--- src/rtl/vit6_pkg.sv ---
package vit6_pkg;

  localparam int NUM_STATES = 6;
  localparam int NUM_LEVELS = 5;

  typedef struct packed {
    logic step;
    logic emit;
  } ctrlStrobe_t;

  // index -> three-bit history {b(k-2), b(k-1), b(k)}
  function automatic logic [2:0] stateCode(input int idx);
    case (idx)
      0:       return 3'b000;
      1:       return 3'b001;
      2:       return 3'b011;
      3:       return 3'b100;
      4:       return 3'b110;
      default: return 3'b111;
    endcase
  endfunction

  function automatic bit isLegal(input logic [2:0] code);
    return (code != 3'b010) && (code != 3'b101);
  endfunction

  function automatic int codeToIdx(input logic [2:0] code);
    case (code)
      3'b000:  return 0;
      3'b001:  return 1;
      3'b011:  return 2;
      3'b100:  return 3;
      3'b110:  return 4;
      default: return 5;
    endcase
  endfunction

  // level index 0..4 stands for channel level -2..+2
  function automatic int levelIdx(input logic [2:0] prev, input logic newBit);
    return int'(newBit) + int'(prev[0]) - int'(prev[1]) - int'(prev[2]) + 2;
  endfunction

endpackage

--- src/rtl/vit6_bmu.sv ---
module vit6_bmu
  import vit6_pkg::*;
#(
  parameter int SAMPLE_W = 8,
  parameter int UNIT     = 32,
  parameter int BM_W     = 2 * (SAMPLE_W + 2)
) (
  input  logic signed [SAMPLE_W-1:0]           sample,
  output logic        [NUM_LEVELS-1:0][BM_W-1:0] levelMetric
);

  localparam int DW = SAMPLE_W + 2;

  // one squared distance per channel level, shared by all branches
  for (genvar lv = 0; lv < NUM_LEVELS; lv++) begin : g_level
    localparam logic signed [DW-1:0] IDEAL = DW'((lv - 2) * UNIT);
    logic signed [DW-1:0]   diff;
    logic signed [BM_W-1:0] wide;
    assign diff = DW'(sample) - IDEAL;
    assign wide = BM_W'(diff);
    assign levelMetric[lv] = wide * wide;
  end

endmodule

--- src/rtl/vit6_ctrl.sv ---
module vit6_ctrl
  import vit6_pkg::*;
#(
  parameter int DEPTH = 12
) (
  input  logic        clk,
  input  logic        rstN,
  input  logic        inValid,
  output ctrlStrobe_t strobe,
  output logic        outValid
);

  localparam int CW = $clog2(DEPTH + 1);

  logic [CW-1:0] fillCnt;
  logic          filled;

  assign filled      = (fillCnt == CW'(DEPTH - 1));
  assign strobe.step = inValid;
  assign strobe.emit = inValid && filled;

  always_ff @(posedge clk or negedge rstN) begin
    if (!rstN) begin
      fillCnt  <= '0;
      outValid <= 1'b0;
    end else begin
      outValid <= strobe.emit;
      if (inValid && !filled) fillCnt <= fillCnt + 1'b1;
    end
  end

endmodule

--- src/rtl/vit6_datapath.sv ---
module vit6_datapath
  import vit6_pkg::*;
#(
  parameter int SAMPLE_W = 8,
  parameter int UNIT     = 32,
  parameter int PM_W     = 20,
  parameter int DEPTH    = 12
) (
  input  logic                                   clk,
  input  logic                                   rstN,
  input  ctrlStrobe_t                            strobe,
  input  logic signed [SAMPLE_W-1:0]             sample,
  output logic                                   outBit,
  output logic        [NUM_STATES-1:0][PM_W-1:0] pathMetric
);

  localparam int              BM_W    = 2 * (SAMPLE_W + 2);
  localparam logic [PM_W-1:0] PENALTY = PM_W'(1) << (PM_W - 2);

  logic [NUM_LEVELS-1:0][BM_W-1:0]  levelMetric;
  logic [NUM_STATES-1:0][PM_W-1:0]  pmQ, pmNew, pmNorm;
  logic [NUM_STATES-1:0][DEPTH-1:0] pathQ, pathNew;
  logic [PM_W-1:0]                  minVal;
  logic [2:0]                       bestIdx;

  vit6_bmu #(
    .SAMPLE_W(SAMPLE_W),
    .UNIT    (UNIT),
    .BM_W    (BM_W)
  ) u_bmu (
    .sample     (sample),
    .levelMetric(levelMetric)
  );

  function automatic logic [PM_W-1:0] satAdd(input logic [PM_W-1:0] pm,
                                             input logic [BM_W-1:0] bm);
    logic [PM_W:0] sum;
    sum = {1'b0, pm} + (PM_W + 1)'(bm);
    return sum[PM_W] ? '1 : sum[PM_W-1:0];
  endfunction

  for (genvar d = 0; d < NUM_STATES; d++) begin : g_node
    localparam logic [2:0] CODE    = stateCode(d);
    localparam logic [2:0] PRED_A  = {1'b0, CODE[2:1]};
    localparam logic [2:0] PRED_B  = {1'b1, CODE[2:1]};
    localparam bit         LEGAL_A = isLegal(PRED_A);
    localparam bit         LEGAL_B = isLegal(PRED_B);
    localparam int         IDX_A   = LEGAL_A ? codeToIdx(PRED_A) : 0;
    localparam int         IDX_B   = LEGAL_B ? codeToIdx(PRED_B) : 0;
    localparam int         LVL_A   = levelIdx(PRED_A, CODE[0]);
    localparam int         LVL_B   = levelIdx(PRED_B, CODE[0]);

    if (LEGAL_A && LEGAL_B) begin : g_acs
      logic [PM_W-1:0] candA, candB;
      logic            pickB;
      assign candA      = satAdd(pmQ[IDX_A], levelMetric[LVL_A]);
      assign candB      = satAdd(pmQ[IDX_B], levelMetric[LVL_B]);
      assign pickB      = candB < candA;
      assign pmNew[d]   = pickB ? candB : candA;
      assign pathNew[d] = pickB ? {pathQ[IDX_B][DEPTH-2:0], CODE[0]}
                                : {pathQ[IDX_A][DEPTH-2:0], CODE[0]};
    end else if (LEGAL_A) begin : g_addA
      assign pmNew[d]   = satAdd(pmQ[IDX_A], levelMetric[LVL_A]);
      assign pathNew[d] = {pathQ[IDX_A][DEPTH-2:0], CODE[0]};
    end else begin : g_addB
      assign pmNew[d]   = satAdd(pmQ[IDX_B], levelMetric[LVL_B]);
      assign pathNew[d] = {pathQ[IDX_B][DEPTH-2:0], CODE[0]};
    end

    assign pmNorm[d] = pmNew[d] - minVal;
  end

  always_comb begin
    minVal  = pmNew[0];
    bestIdx = 3'd0;
    for (int s = 1; s < NUM_STATES; s++) begin
      if (pmNew[s] < minVal) begin
        minVal  = pmNew[s];
        bestIdx = 3'(s);
      end
    end
  end

  always_ff @(posedge clk or negedge rstN) begin
    if (!rstN) begin
      for (int s = 0; s < NUM_STATES; s++) pmQ[s] <= (s == 0) ? '0 : PENALTY;
      pathQ  <= '0;
      outBit <= 1'b0;
    end else if (strobe.step) begin
      pmQ   <= pmNorm;
      pathQ <= pathNew;
      if (strobe.emit) outBit <= pathNew[bestIdx][DEPTH-1];
    end
  end

  assign pathMetric = pmQ;

endmodule

--- src/rtl/vit6_detector.sv ---
module vit6_detector
  import vit6_pkg::*;
#(
  parameter int SAMPLE_W = 8,
  parameter int UNIT     = 32,
  parameter int PM_W     = 20,
  parameter int DEPTH    = 12
) (
  input  logic                       clk,
  input  logic                       rstN,
  input  logic                       inValid,
  input  logic signed [SAMPLE_W-1:0] sample,
  output logic                       outValid,
  output logic                       outBit
);

  ctrlStrobe_t                     strobe;
  logic [NUM_STATES-1:0][PM_W-1:0] pathMetric;

  vit6_ctrl #(
    .DEPTH(DEPTH)
  ) u_ctrl (
    .clk     (clk),
    .rstN    (rstN),
    .inValid (inValid),
    .strobe  (strobe),
    .outValid(outValid)
  );

  vit6_datapath #(
    .SAMPLE_W(SAMPLE_W),
    .UNIT    (UNIT),
    .PM_W    (PM_W),
    .DEPTH   (DEPTH)
  ) u_dp (
    .clk       (clk),
    .rstN      (rstN),
    .strobe    (strobe),
    .sample    (sample),
    .outBit    (outBit),
    .pathMetric(pathMetric)
  );

endmodule

--- config.mk ---
export PLATFORM = sky130hd
export DESIGN_NAME = vit6_detector
export DESIGN_NICKNAME = d
export VERILOG_FILES = /design/src/rtl/vit6_pkg.sv /design/src/rtl/vit6_bmu.sv /design/src/rtl/vit6_ctrl.sv /design/src/rtl/vit6_datapath.sv /design/src/rtl/vit6_detector.sv
export SDC_FILE = /design/constraint.sdc
export NUM_CORES = 2
export LEC_CHECK = 0
export BUFFER_PORTS_ARGS = -buffer_cell sky130_fd_sc_hd__buf_2
export CORE_MARGIN = 1.5
export CORE_UTILIZATION = 35
export CTS_CLUSTER_DIAMETER = 30
export CTS_CLUSTER_SIZE = 20
export DETAILED_ROUTE_END_ITERATION = 8
export MAX_ROUTING_LAYER = met4
export SYNTH_ARGS = -nofsm -noshare
export SYNTH_HDL_FRONTEND = slang
export SYNTH_SLANG_ARGS = --single-unit
--- constraint.sdc ---
create_clock -name clk -period 20.2 [get_ports clk]
set_input_delay 2.02 -clock clk [delete_from_list [all_inputs] [get_ports clk]]
set_output_delay 2.02 -clock clk [all_outputs]
set_load 0.01 [all_outputs]
* Yosys cells after proc, flatten, opt, wreduce, memory -nomap -nowiden
Cells that the tools add are included.
** Operators by class
- $add $sub $neg :: 21
- $mul :: 5
- Magnitude comparators :: 10
- Eq/ne operators :: 1
- Muxes and demuxes :: 30
- Reduce and logical (&&, ||, !) cells :: 4
** Operator list (number)
- $mux W20 :: 19
- $add A20 B20 Y21 :: 10
- $lt A20 B20 Y1 :: 9
- $sub A20 B20 Y20 :: 6
- $mul A9 B9 Y18 :: 4
- $mux W12 :: 5
- $bmux W12 S3 :: 1
- $sub A8 B7 Y9 const B :: 2
- $mul A8 B8 Y16 :: 1
- $sub A8 B6 Y9 const B :: 1
- $sub A8 B8 Y9 const B :: 1
- $mux W3 :: 2
- $add A4 B1 Y4 const B :: 1
- $eq A4 B4 Y1 const B :: 1
- $lt A3 B4 Y1 const B :: 1
- $mux W2 :: 2
- $logic_and A1 B1 Y1 :: 2
- $reduce_and A2 Y1 :: 1
- $logic_not A1 Y1 :: 1
- $mux W1 :: 1
** Storage, ports and cells
- Bits in registers :: 191
- Input port bits :: 11

* Longest topological paths before layout
- Depth after elaboration :: 18
- Mapped depth :: 126
- Mapped depth without buffers :: 114

* Hierarchy
From an unflattened synthesis, not the netlist that was laid out.
** Second synthesis, totals
- Cell total of the unflattened synthesis :: 4781
- Area, all modules :: 39630.5 µm²
** By module, submodules not included
- vit6_datapath :: times used 1, cells each 3471, area each 27604.0 µm²
- vit6_bmu :: times used 1, cells each 1288, area each 11773.8 µm²
- vit6_ctrl :: times used 1, cells each 22, area each 252.7 µm²

* Worst setup path after synthesis
OpenSTA, ideal clock, no wires.
- Kind :: input -> register
- Start :: input sample[5]
- End :: register u_dp.pmQ (netlist bit u_dp.pathMetric[96])
- Data arrival time :: 26.615 ns
- Required time :: 20.075 ns
- Setup slack :: -6.539 ns
- Cell stages on the path :: 116
- Cells stage by stage :: clkbuf_1 -> clkinv_1 -> ha_1 -> xor2_1 -> inv_1 -> nor2_1 -> inv_1 -> fa_1 -> fa_1 -> inv_1 -> fa_1 -> fa_1 -> inv_1 -> fa_1 -> inv_1 -> ha_1 -> inv_1 -> o21ai_0 -> (+80 left out) -> o21bai_4 -> o21bai_1 -> clkbuf_1 -> buf_1 -> mux2i_1 -> inv_1 -> fa_1 -> inv_1 -> a21o_1 -> nor2_1 -> o31ai_1 -> a31oi_1 -> o31ai_1 -> a21oi_1 -> o211ai_1 -> a21oi_1 -> xnor2_1 -> mux2_2
** On the way
- Longest elaborated chain between the ends :: 17
- Elaborated cells on any way between the ends :: 48
- Classes of those cells :: 15 x add/sub; 5 x mul; 9 x order compare; 19 x mux
** Ends and longest elaborated chain
- start: declaration :: line vit6_detector.sv:12 : input logic signed [SAMPLE_W-1:0] sample,
- $sub A8 B7 Y9 / $sub A8 B6 Y9 (equally long branches) :: line vit6_bmu.sv:19 : assign diff = DW'(sample) - IDEAL;
- $mul A9 B9 Y18 :: line vit6_bmu.sv:21 : assign levelMetric[lv] = wide * wide;
- $add A20 B20 Y21 :: line vit6_datapath.sv:38 : sum = {1'b0, pm} + (PM_W + 1)'(bm);
- $mux W20 :: line vit6_datapath.sv:39 : return sum[PM_W] ? '1 : sum[PM_W-1:0];
- $lt A20 B20 Y1 :: line vit6_datapath.sv:58 : assign pickB = candB < candA;
- $mux W20 :: line vit6_datapath.sv:59 : assign pmNew[d] = pickB ? candB : candA;
- $lt A20 B20 Y1 :: line vit6_datapath.sv:77 : if (pmNew[s] < minVal) begin
- $mux W20 :: line vit6_datapath.sv:77
- $lt A20 B20 Y1 :: line vit6_datapath.sv:77
- $mux W20 :: line vit6_datapath.sv:77
- $lt A20 B20 Y1 :: line vit6_datapath.sv:77
- $mux W20 :: line vit6_datapath.sv:77
- $lt A20 B20 Y1 :: line vit6_datapath.sv:77
- $mux W20 :: line vit6_datapath.sv:77
- $lt A20 B20 Y1 :: line vit6_datapath.sv:77
- $mux W20 :: line vit6_datapath.sv:77
- $sub A20 B20 Y20 * :: line vit6_datapath.sv:70 : assign pmNorm[d] = pmNew[d] - minVal;
- end signal: assignment :: line vit6_datapath.sv:90 : pmQ <= pmNorm;
- end: declaration :: line vit6_datapath.sv:21 : logic [NUM_STATES-1:0][PM_W-1:0] pmQ, pmNew, pmNorm;
Every way passes the cells marked *; elsewhere a longest branch is shown, timed or not.
A chain may end at the register's enable or synchronous reset.

* Final worst setup path
- Start :: input sample[6]
- End :: register u_dp.pmQ (netlist bit u_dp.pathMetric[116])
Same word-level chain as after synthesis.

==> flow_summary.ini <==
[cells_and_area]
layout.core_utilization_pct = 51.5
final_nets = 7108
finalInstanceArea_um2 = 57100
multiInputGateArea_um2 = 35900
final_layout_size_suffix_gt1_share_pct = 35.8
syn_to_final_growth_pct = 45.5
regArea_um2 = 4510
nFillCells = 10400

[yosys]
compound_gate_fraction_of_synth_area_pct = 20.0
synth.yosys.warnings = 0
yosys.area.top_type = ha_1
yosysTopAreaCellShare_pct = 20.3
synth-simple-area-share_pct = 15.4
synth_top_flop_cell = dfrtp_1
netlist_top_cells_area = ha_1 (20%), fa_1 (14%), dfrtp_1 (11%)
post_synthesis_cells = 4796
syn-cell-area_um2 = 39300
post_synthesis_share_of_cell_area_spent_on_full_adders_half_adders_and_majority_gates_pct = 34.2
main_combinational_cell_family_by_area_after_synthesis = adder cells
synthDistinctLibCells = 105
postSynth.asyncResetShare_pct = 100
muxShareOfSynthArea_pct = 4.62
post_synth_most_frequent_cells = ha_1 (638), inv_1 (566), nor2_1 (434)
cell_with_the_most_instances_after_synthesis = ha_1
number_of_synthesized_flops_with_an_enable_pin = 0
yosys.area_share.xor_xnor_pct = 7.68
synth_sequential_area_ratio_pct = 11.5
ys_seq_elements = 180
post_synth.cell_area_avg_um2 = 8.18
synth_nets = 5714

[min_path]
min-delay-path-class = reg -> reg
holdPathStages = 1

[setup_path]
worst_path_largest_cell_delay_ps = 510
endpoint_kind = flop
critical_path_required_ps = 20600
critical_path_peak_fanout = 5
criticalPathCategory = in -> reg
cp-start-kind = input port
reg2regPathDepth = 95
crit_arrival_ps = 23710
crit_slowest_cell = fa_1

[sta]
fin_ws_ps = -3110
final_critical_period_ps = 23310
slew_violations = 0
highest_clock_rate_ghz = 0.0429
timing.max_slew.rel_slack_pct = 26.5
setup_viol = 121
hold_violations = 0
clock_skew_ps = 16.7
min_period_over_period_pct = 115
worst_pin_slew_ps = 1100
rsz0062_at_grt = true

[clocking]
root_buffer = clkbuf_16
cts_inserted_buffers = 17
worstSkewPairLatency_ps = 520
clockBufferDepth = 2
reg_clk_slew_reported_paths_ps = 90
cts_htree_levels = 4
clock_sink_count = 180
ctsHoldBuffers = 0
cts_tree = yes

[drt]
routedWlPerCell_um = 21.4
detail_route.drc_violations = 0
detail_route.first_pass.iterations = 8
detail_route.wirelength_um = 164000
via_per_inst = 5.35
via_count = 41100
post_route_ant_nets = 0
drt-initial-drc-count = 2963

[flow_run]
max-cap-violations = 0

[floorplanning]
num_io_pins = 13
initial_utilization_pct = 35.4
die_w_um = 338
die_area_um2 = 114000
dieHeight_um = 338
row_count = 122
fp.coreArea_um2 = 111000

[global_route]
grt_pass1_vias = 40600
grt_max_degree = 99
grt_pass1_wl_um = 244000
groute.usage.overall_pct = 29.4
grt_overflow = 0
grt_antenna_before_repair = 3

[placed_design]
io_buffer_count = 12
placement.cell_area_um2 = 51600
half_perimeter_wire_length_of_the_detailed_placement_result_um = 138000
gpl.final_weighted_congestion = 1.06

[status]
failed_checks = negative setup slack
outcome = complete, but fails checks
final timing paths:
check | startpoint | end | slack (ps)
max in group asynchronous | rstN | u_dp.pathMetric[69]$_DFFE_PN0P_ | 17310
max | sample[6] | u_dp.pathMetric[116]$_DFFE_PN0P_ | -3110
min in group asynchronous | rstN | u_dp.pathMetric[21]$_DFFE_PN0P_ | 1510
min | u_dp.pathQ[60]$_DFFE_PN0P_ | u_dp.pathQ[60]$_DFFE_PN0P_ | 480
max reg2reg | u_dp.pathMetric[62]$_DFFE_PN0P_ | u_dp.pathMetric[116]$_DFFE_PN0P_ | 1880
min reg2reg | u_dp.pathQ[60]$_DFFE_PN0P_ | u_dp.pathQ[60]$_DFFE_PN0P_ | 480
critical path: cells and delay by family:
kind / cells / cell delay (ps)
AOI/OAI and AO/OA: 41 / 7380
adders and majority gates: 16 / 5240
and+or+nand+nor: 26 / 4410
buffers and inverters: 24 / 3020
xor gates and xnor gates: 4 / 940
muxes: 2 / 590
per-stage QoR:
step	hold slack, ps	instances	setup slack, ps	TNS (ps)
2_1_floorplan	439	4796	-2880	-237680
6_report	483	7693	-3110	-303750
4_1_cts	481	7634	-2680	-245140
5_1_grt	511	7693	-3880	-391850
3_5_place_dp	458	7484	-5130	-513560
3_3_place_gp	455	7484	-4800	-472410
sequential cells by signal, summed over array words and instances, names as in the netlist:
register / flops
u_dp.pathMetric: 120
u_dp.pathQ: 36
u_dp.pathNew: 18
u_ctrl.fillCnt: 4
u_ctrl.outValid: 1
u_dp.outBit: 1
placed cells by master (no fill, tap or decap), types with 21 or more instances in the layout:
master and count:
or3_1 21, buf_6 84, a211oi_1 23, o21ai_0 148, o21a_1 59, a21oi_4 21, buf_4 1361, nand4_1 47
inv_1 541, nor2b_1 27, nand2_1 321, nand2b_1 67, xnor2_1 219, o21bai_1 51, a21oi_2 88, mux2i_1 47
mux2_4 50, a31oi_1 30, inv_2 21, xor2_1 77, and2_1 30, o211ai_1 31, fa_1 261, o21ai_2 30
nor2_2 24, ha_1 563, nor3_1 73, a21oi_1 312, nand3_1 74, dfrtp_1 175, nor2_1 398, a21o_1 134
o21ai_1 55, and3_1 32, ha_4 71, mux2_2 60, xnor2_2 29, buf_12 30
kinds of logic after synthesis:
| logic type | after synthesis |
|---|---|
| muxes | 167 |
| xor gates and xnor gates | 344 |
| buffers and inverters | 691 |
| and+or+nand+nor | 1286 |
| AOI/OAI and AO/OA | 1217 |
| adders and majority gates | 911 |
| DFF | 180 |
metal layers:
metal	up-vias	part of all wire [%]	track usage (%)
li1	19500	-	-
met1	20100	44	39.4
met2	1301	45	45.8
met3	264	6.7	3.50
met4	0	3.9	9.91
met5	-	0	-
timing repair:
action                                 CTS  global route
setup endpoints to repair              121           121
setup buffers                          120            76
pin swaps                              252           222
gates resized for setup                437           271
cloned                                   6             1
endpoints found under the hold margin    0             0
final cells by class:
type | count | area share, %
Clock inverter | 15 | 0.364
Timing Repair Buffer | 1492 | 21.0
Sequential cell | 180 | 7.90
Inverter | 572 | 3.81
Tap cell | 1488 | 3.26
Clock buffer | 17 | 0.745
Antenna cell | 2 | 0.00876
Multi-Input combinational cell | 3927 | 62.9
Power is not shown: default switching activity piles up to over one toggle a cycle in this logic, so the estimate is an artifact.
